File: config.mk
export PLATFORM = sky130hd
export DESIGN_NAME = evc_bank
export DESIGN_NICKNAME = d
export VERILOG_FILES = /design/src/rtl/evc_pkg.sv /design/src/rtl/evc_event_mux.sv /design/src/rtl/evc_qualify.sv /design/src/rtl/evc_accum.sv /design/src/rtl/evc_bank.sv
export SDC_FILE = /design/constraint.sdc
export NUM_CORES = 1
export LEC_CHECK = 0
export ABC_AREA = 1
export BUFFER_PORTS_ARGS = -buffer_cell sky130_fd_sc_hd__buf_2
export CORE_MARGIN = 4
export CORE_UTILIZATION = 55
export DETAILED_ROUTE_END_ITERATION = 10
export PLACE_DENSITY = 0.84
export SLEW_MARGIN = 20
export SYNTH_ARGS = -nofsm -noshare
export SYNTH_HDL_FRONTEND = slang
export SYNTH_HIERARCHICAL = 1
export SYNTH_SLANG_ARGS = --single-unit
File: constraint.sdc
create_clock -name clk -period 12.97 [get_ports clk]
set_input_delay 1.9455 -clock clk [delete_from_list [all_inputs] [get_ports clk]]
set_output_delay 1.9455 -clock clk [all_outputs]
set_load 0.01 [all_outputs]
File: src/rtl/evc_pkg.sv
package evc_pkg;
  localparam int SEL_W = 32;

  typedef struct packed {
    logic [7:0] cmask;     // [31:24] threshold
    logic       inv;       // 23
    logic       en;        // 22
    logic       rsv21;     // 21 stored only
    logic       int_en;    // 20
    logic       rsv19;     // 19 stored only
    logic       edge_det;  // 18
    logic       os;        // 17
    logic       usr;       // 16
    logic [7:0] umask;     // [15:8]
    logic [7:0] code;      // [7:0]
  } evsel_t;
endpackage

File: src/rtl/evc_event_mux.sv
module evc_event_mux #(
  parameter int NUM_SRC = 4,
  parameter int LANES   = 4,
  parameter int CW      = $clog2(LANES + 1)
) (
  input  logic [NUM_SRC*LANES-1:0] evt_bus,
  input  logic [7:0]               code,
  input  logic [LANES-1:0]         lane_mask,
  output logic [CW-1:0]            evt_cnt
);
  logic [LANES-1:0] lanes;

  always_comb begin
    lanes = '0;
    for (int s = 0; s < NUM_SRC; s++)
      if (code == 8'(s)) lanes = evt_bus[s*LANES +: LANES];
    lanes = lanes & lane_mask;
  end

  always_comb begin
    evt_cnt = '0;
    for (int l = 0; l < LANES; l++)
      evt_cnt = evt_cnt + CW'(lanes[l]);
  end
endmodule

File: src/rtl/evc_qualify.sv
module evc_qualify #(
  parameter int CW = 3
) (
  input  logic          clk,
  input  logic          rst,
  input  logic [CW-1:0] evt_cnt,
  input  logic [7:0]    cmask,
  input  logic          inv,
  input  logic          edge_det,
  input  logic          gate_ok,
  output logic [CW-1:0] inc
);
  logic [7:0] cnt8;
  logic       cond, prev_cond;
  logic       thr_mode;

  assign cnt8     = 8'(evt_cnt);
  assign thr_mode = (cmask != 8'd0);
  assign cond     = inv ? (cnt8 < cmask) : (cnt8 >= cmask);

  always_ff @(posedge clk) begin
    if (rst) prev_cond <= 1'b0;
    else     prev_cond <= cond;
  end

  always_comb begin
    if (!gate_ok)          inc = '0;
    else if (!thr_mode)    inc = evt_cnt;
    else if (edge_det)     inc = CW'(cond & ~prev_cond);
    else                   inc = CW'(cond);
  end


  thresh_unit_chk: assert property (@(posedge clk) disable iff (rst)
    thr_mode |-> inc <= CW'(1));


  edge_single_chk: assert property (@(posedge clk) disable iff (rst)
    (thr_mode && edge_det && $past(thr_mode && edge_det && inc != '0)) |-> inc == '0);
endmodule

File: src/rtl/evc_accum.sv
module evc_accum #(
  parameter int CNT_W = 48,
  parameter int CW    = 3,
  parameter int LANES = 4
) (
  input  logic             clk,
  input  logic             rst,
  input  logic [CW-1:0]    inc,
  input  logic             wr,
  input  logic [CNT_W-1:0] wdata,
  input  logic             int_en,
  output logic [CNT_W-1:0] count_q,
  output logic             ovf_q,
  output logic             irq_q
);
  logic [CNT_W:0] sum;
  assign sum = {1'b0, count_q} + (CNT_W+1)'(inc);

  always_ff @(posedge clk) begin
    if (rst) begin
      count_q <= '0;
      ovf_q   <= 1'b0;
      irq_q   <= 1'b0;
    end else if (wr) begin
      count_q <= wdata;
      ovf_q   <= 1'b0;
      irq_q   <= 1'b0;
    end else begin
      count_q <= sum[CNT_W-1:0];
      ovf_q   <= sum[CNT_W];
      irq_q   <= sum[CNT_W] & int_en;
    end
  end


  wrap_residue_chk: assert property (@(posedge clk) disable iff (rst)
    ovf_q |-> count_q < CNT_W'(LANES));


  irq_needs_ovf_chk: assert property (@(posedge clk) disable iff (rst)
    irq_q |-> ovf_q);


  wr_wins_chk: assert property (@(posedge clk) disable iff (rst)
    wr |=> count_q == $past(wdata));
endmodule

File: src/rtl/evc_bank.sv
module evc_bank
  import evc_pkg::*;
#(
  parameter int NUM_CNT = 4,
  parameter int CNT_W   = 48,
  parameter int NUM_SRC = 4,
  parameter int LANES   = 4,
  parameter int IDX_W   = $clog2(NUM_CNT),
  parameter int ADDR_W  = IDX_W + 1
) (
  input  logic                     clk,
  input  logic                     rst,
  input  logic                     reg_wr,
  input  logic [ADDR_W-1:0]        reg_addr,
  input  logic [63:0]              reg_wdata,
  output logic [63:0]              reg_rdata,
  input  logic                     priv_user,
  input  logic [NUM_SRC*LANES-1:0] evt_bus,
  output logic [NUM_CNT-1:0]       ovf,
  output logic                     irq
);
  localparam int CW = $clog2(LANES + 1);

  logic [SEL_W-1:0] sel_q   [NUM_CNT];
  logic [CNT_W-1:0] count   [NUM_CNT];
  logic [NUM_CNT-1:0] irq_v;
  logic [IDX_W-1:0] idx;
  logic             to_cnt;

  assign idx    = reg_addr[IDX_W-1:0];
  assign to_cnt = reg_addr[ADDR_W-1];

  always_ff @(posedge clk) begin
    if (rst) begin
      for (int i = 0; i < NUM_CNT; i++) sel_q[i] <= '0;
    end else if (reg_wr && !to_cnt) begin
      sel_q[idx] <= reg_wdata[SEL_W-1:0];
    end
  end

  always_ff @(posedge clk) begin
    if (rst)         reg_rdata <= '0;
    else if (to_cnt) reg_rdata <= 64'(count[idx]);
    else             reg_rdata <= 64'(sel_q[idx]);
  end

  for (genvar g = 0; g < NUM_CNT; g++) begin : g_cnt
    evsel_t        s;
    logic [CW-1:0] evt_cnt, inc;
    logic          gate_ok, wr_here;

    assign s       = evsel_t'(sel_q[g]);
    assign gate_ok = s.en & ((s.usr & priv_user) | (s.os & ~priv_user));
    assign wr_here = reg_wr & to_cnt & (idx == IDX_W'(g));

    evc_event_mux #(.NUM_SRC(NUM_SRC), .LANES(LANES), .CW(CW)) i_mux (
      .evt_bus(evt_bus), .code(s.code), .lane_mask(s.umask[LANES-1:0]),
      .evt_cnt(evt_cnt));

    evc_qualify #(.CW(CW)) i_qual (
      .clk(clk), .rst(rst), .evt_cnt(evt_cnt), .cmask(s.cmask), .inv(s.inv),
      .edge_det(s.edge_det), .gate_ok(gate_ok), .inc(inc));

    evc_accum #(.CNT_W(CNT_W), .CW(CW), .LANES(LANES)) i_acc (
      .clk(clk), .rst(rst), .inc(inc), .wr(wr_here),
      .wdata(reg_wdata[CNT_W-1:0]), .int_en(s.int_en),
      .count_q(count[g]), .ovf_q(ovf[g]), .irq_q(irq_v[g]));


    disabled_hold_chk: assert property (@(posedge clk) disable iff (rst)
      (!s.en && !wr_here) |=> $stable(count[g]));
  end

  assign irq = |irq_v;


  irq_src_chk: assert property (@(posedge clk) disable iff (rst)
    irq |-> (ovf != '0));

  logic unused_wdata;
  assign unused_wdata = ^reg_wdata;
endmodule

==> impl_metrics.toml <==
[cts]
ctsHoldBuffers = 0
cts_made_buffers = 43
cts_resized = 0
clock_sinks = 380
post_cts_buffers = 0
worst_skew_pair.late_latency_ps = 590
tritoncts = "built"
cts-root-buf = "clkbuf_16"
cts.path.max_buffers = 3
path_clk_slew_ps = 60
cts_max_level = 2

[routing]
initialDrtViolationCount = 3206
routed_wl_um = 92100
via_count = 26432
post_drt_wl_per_cell_um = 19.2
postRouteAntennaNets = 0
viasPerCell = 5.51
drc = 0
first_pass_iters = 6

[synthesis]
synth_area_leaders = "nand2_1, dfxtp_1, edfxtp_1"
synthArstFlopShare = 0
yosysSeqAreaShare = 0.348
syn-cell-area_um2 = 25500
syn_inst = 4096
synthFlopType = "dfxtp_1"
synth-edff-count = 128
avgSynthCellArea_um2 = 6.23
synth_warnings = 6
synth_seq_cells = 380
yosysTopAreaCell = "nand2_1"
yosysTopAreaCellShare = 0.225
ys_types = 44

[final_layout]
drive_above_1_share = 0.113
layout_common_cells = "nand2_1, nor2_1, inv_1"
final_core_util = 0.611
syn_to_final_growth_pct = 9.34
register_area_um2 = 8890
nNetsFinal = 4287
final_area_um2 = 27900
final_common_cell = "nand2_1"
fillers = 4394
multi_input_area_um2 = 14500

[status]
status = "finished clean"

[placed_design]
place_congestion = 1.04
placed_area_um2 = 26500
hpwl_um = 68400
port_buffers = 123

[worst_setup_path]
reg2reg_slack_ps = 7870
critPathLaunchType = "input port"
critical_path.slowest_cell = "fa_1"
cp_max_fo = 8
end_kind = "flop"
r2r_start = "sel_q[0][5]"
slowest_delay_ps = 480
crit_type = "in -> reg"
arrival_ps = 6390
rr_endpoint = "g_cnt[0].i_acc/irq_q"
path_common_cell = "nand2_1"
setup.worst_path.end = "g_cnt[0].i_acc/irq_q"
required_ps = 13460
startpoint = "evt_bus[0]"
r2r_cells = 30

[timing]
fin_crit_sh = 0.455
finalSetupTns_ps = 0
finalHoldViolCount = 0
tightest_slew_ps = 989
setup_viol = 0
rsz0062_at_grt = "false"
period_minus_slack_ps = 5900
timing.fmax_mhz = 170
slew_violations = 0
timing.slew.headroom = 0.341
fin_skew_ps = 18.7

[die]
row_count = 78
die-area_um2 = 49900
start_util = 0.559
core_area_um2 = 45700
die_w_um = 223
io_pins = 156
die_y_um = 223

[grt]
grt_max_degree = 81
grt_pass1_wl_um = 137000
track_usage = 0.355
antenna_found_initial = 0
grt_pass1_vias = 23711
overflow = 0

[flow_run]
maxCapViolations = 0

[power]
clockPowerShare = 0.434
max-vdd-ir-drop_mv = 0.137
p_int_mw = 2.12
power.density_nw_per_um2 = 105
leakage_nw = 13.7
seqPwrFrac = 0.456
power_frac_comb = 0.110
switchingPower_mw = 0.822
netSwitchingFraction = 0.279
total_power_mw = 2.94

[min_path]
hold_path.class = "reg -> reg"
cells in the mapped netlist, types with 2 or more instances:
master,instances
inv_2,37
dlygate4sd1_1,3
nor2_1,828
o21ai_1,8
clkbuf_8,3
nand4_1,61
nor3_1,7
nand2_2,50
nor2_8,5
or2_0,6
o21bai_1,6
a21oi_1,22
or2_1,2
and2_4,8
ha_1,32
nand3_1,234
nand3b_1,41
nor3b_1,2
nand2_4,11
clkbuf_1,58
fa_1,8
and2_1,3
buf_4,17
o21ai_0,86
edfxtp_1,128
o211ai_1,5
nor2_4,32
dfxtp_1,252
nor3_2,6
nor2_2,74
o21ai_2,16
nand2_1,1531
nand3_2,7
xnor2_1,27
xor2_1,39
inv_1,374
buf_6,3
buf_2,47
buf_1,12
cell type report:
| cell class | instances | area share |
|---|---|---|
| antenna | 1 | 0.0000896 |
| timing repair buffer | 147 | 0.0288 |
| inverter | 412 | 0.0555 |
| tap | 600 | 0.0269 |
| sequential | 380 | 0.318 |
| clock buffer | 49 | 0.0397 |
| multi-input combinational | 3176 | 0.519 |
| clock inverter | 30 | 0.0120 |
critical path: cells and delay by family:
family	cells	cell delay, ps
AOI/OAI and AO/OA	1	40
adders and majority gates	6	1740
buffers and inverters	2	190
and+or+nand+nor	21	2470
power groups by stage:
stage | logic, mW | registers [mW] | clock network, mW
floorplan | 0.198 | 1.35 | 0
global placement | 0.306 | 1.36 | 0
detailed placement | 0.311 | 1.36 | 0
CTS | 0.313 | 1.34 | 1.28
global route | 0.349 | 1.35 | 1.33
finish | 0.323 | 1.34 | 1.28
per-layer routing:
| metal | track usage | part of all wire | wire [µm] |
|---|---|---|---|
| met5 | 0 | 0 | 0 |
| met4 | 0.177 | 0.057 | 5270 |
| met3 | 0.0630 | 0.12 | 10800 |
| met2 | 0.542 | 0.43 | 39500 |
| met1 | 0.488 | 0.40 | 36500 |
kinds of logic (layout without fill, tap and decap cells):
| kind of cell | count (synthesis) | after routing | synth area share |
|---|---|---|---|
| flip-flops | 380 | 380 | 0.348 |
| adder cells (fa/ha/maj) | 40 | 40 | 0.0219 |
| other | 1 | 17 | 0.000147 |
| AO/OA/AOI/OAI | 143 | 143 | 0.0315 |
| buffers and inverters | 555 | 638 | 0.0890 |
| AND/OR/NAND/NOR | 2911 | 2911 | 0.487 |
| XOR/XNOR | 66 | 66 | 0.0226 |
state kept, by name, summed over array words and instances (netlist names):
signal,cells
g_cnt.i_acc/ovf_q,4
g_cnt.i_acc/irq_q,4
sel_q,128
g_cnt.i_qual/prev_cond,4
g_cnt.i_acc/count_q,192
reg_rdata,48
worst min-delay path by stage:
stage	from	to	slack [ps]	depth (start not counted)
floorplan	sel_q[0][20]	g_cnt[0].i_acc/irq_q	470	2
global placement	sel_q[1][20]	g_cnt[1].i_acc/irq_q	470	2
detailed placement	sel_q[1][20]	g_cnt[1].i_acc/irq_q	480	2
CTS	sel_q[1][20]	g_cnt[1].i_acc/irq_q	490	2
global route	sel_q[1][20]	g_cnt[1].i_acc/irq_q	530	2
finish	sel_q[1][20]	g_cnt[1].i_acc/irq_q	490	2
per-stage QoR:
step	setup slack (ps)	hold WS, ps	cells
after floorplan	7580	465	4111
after global placement	6650	475	4715
after detailed placement	6600	481	4715
after CTS	7170	494	4794
after global routing	6910	527	4794
final	7070	492	4795
(Power assumes the default switching activity.)
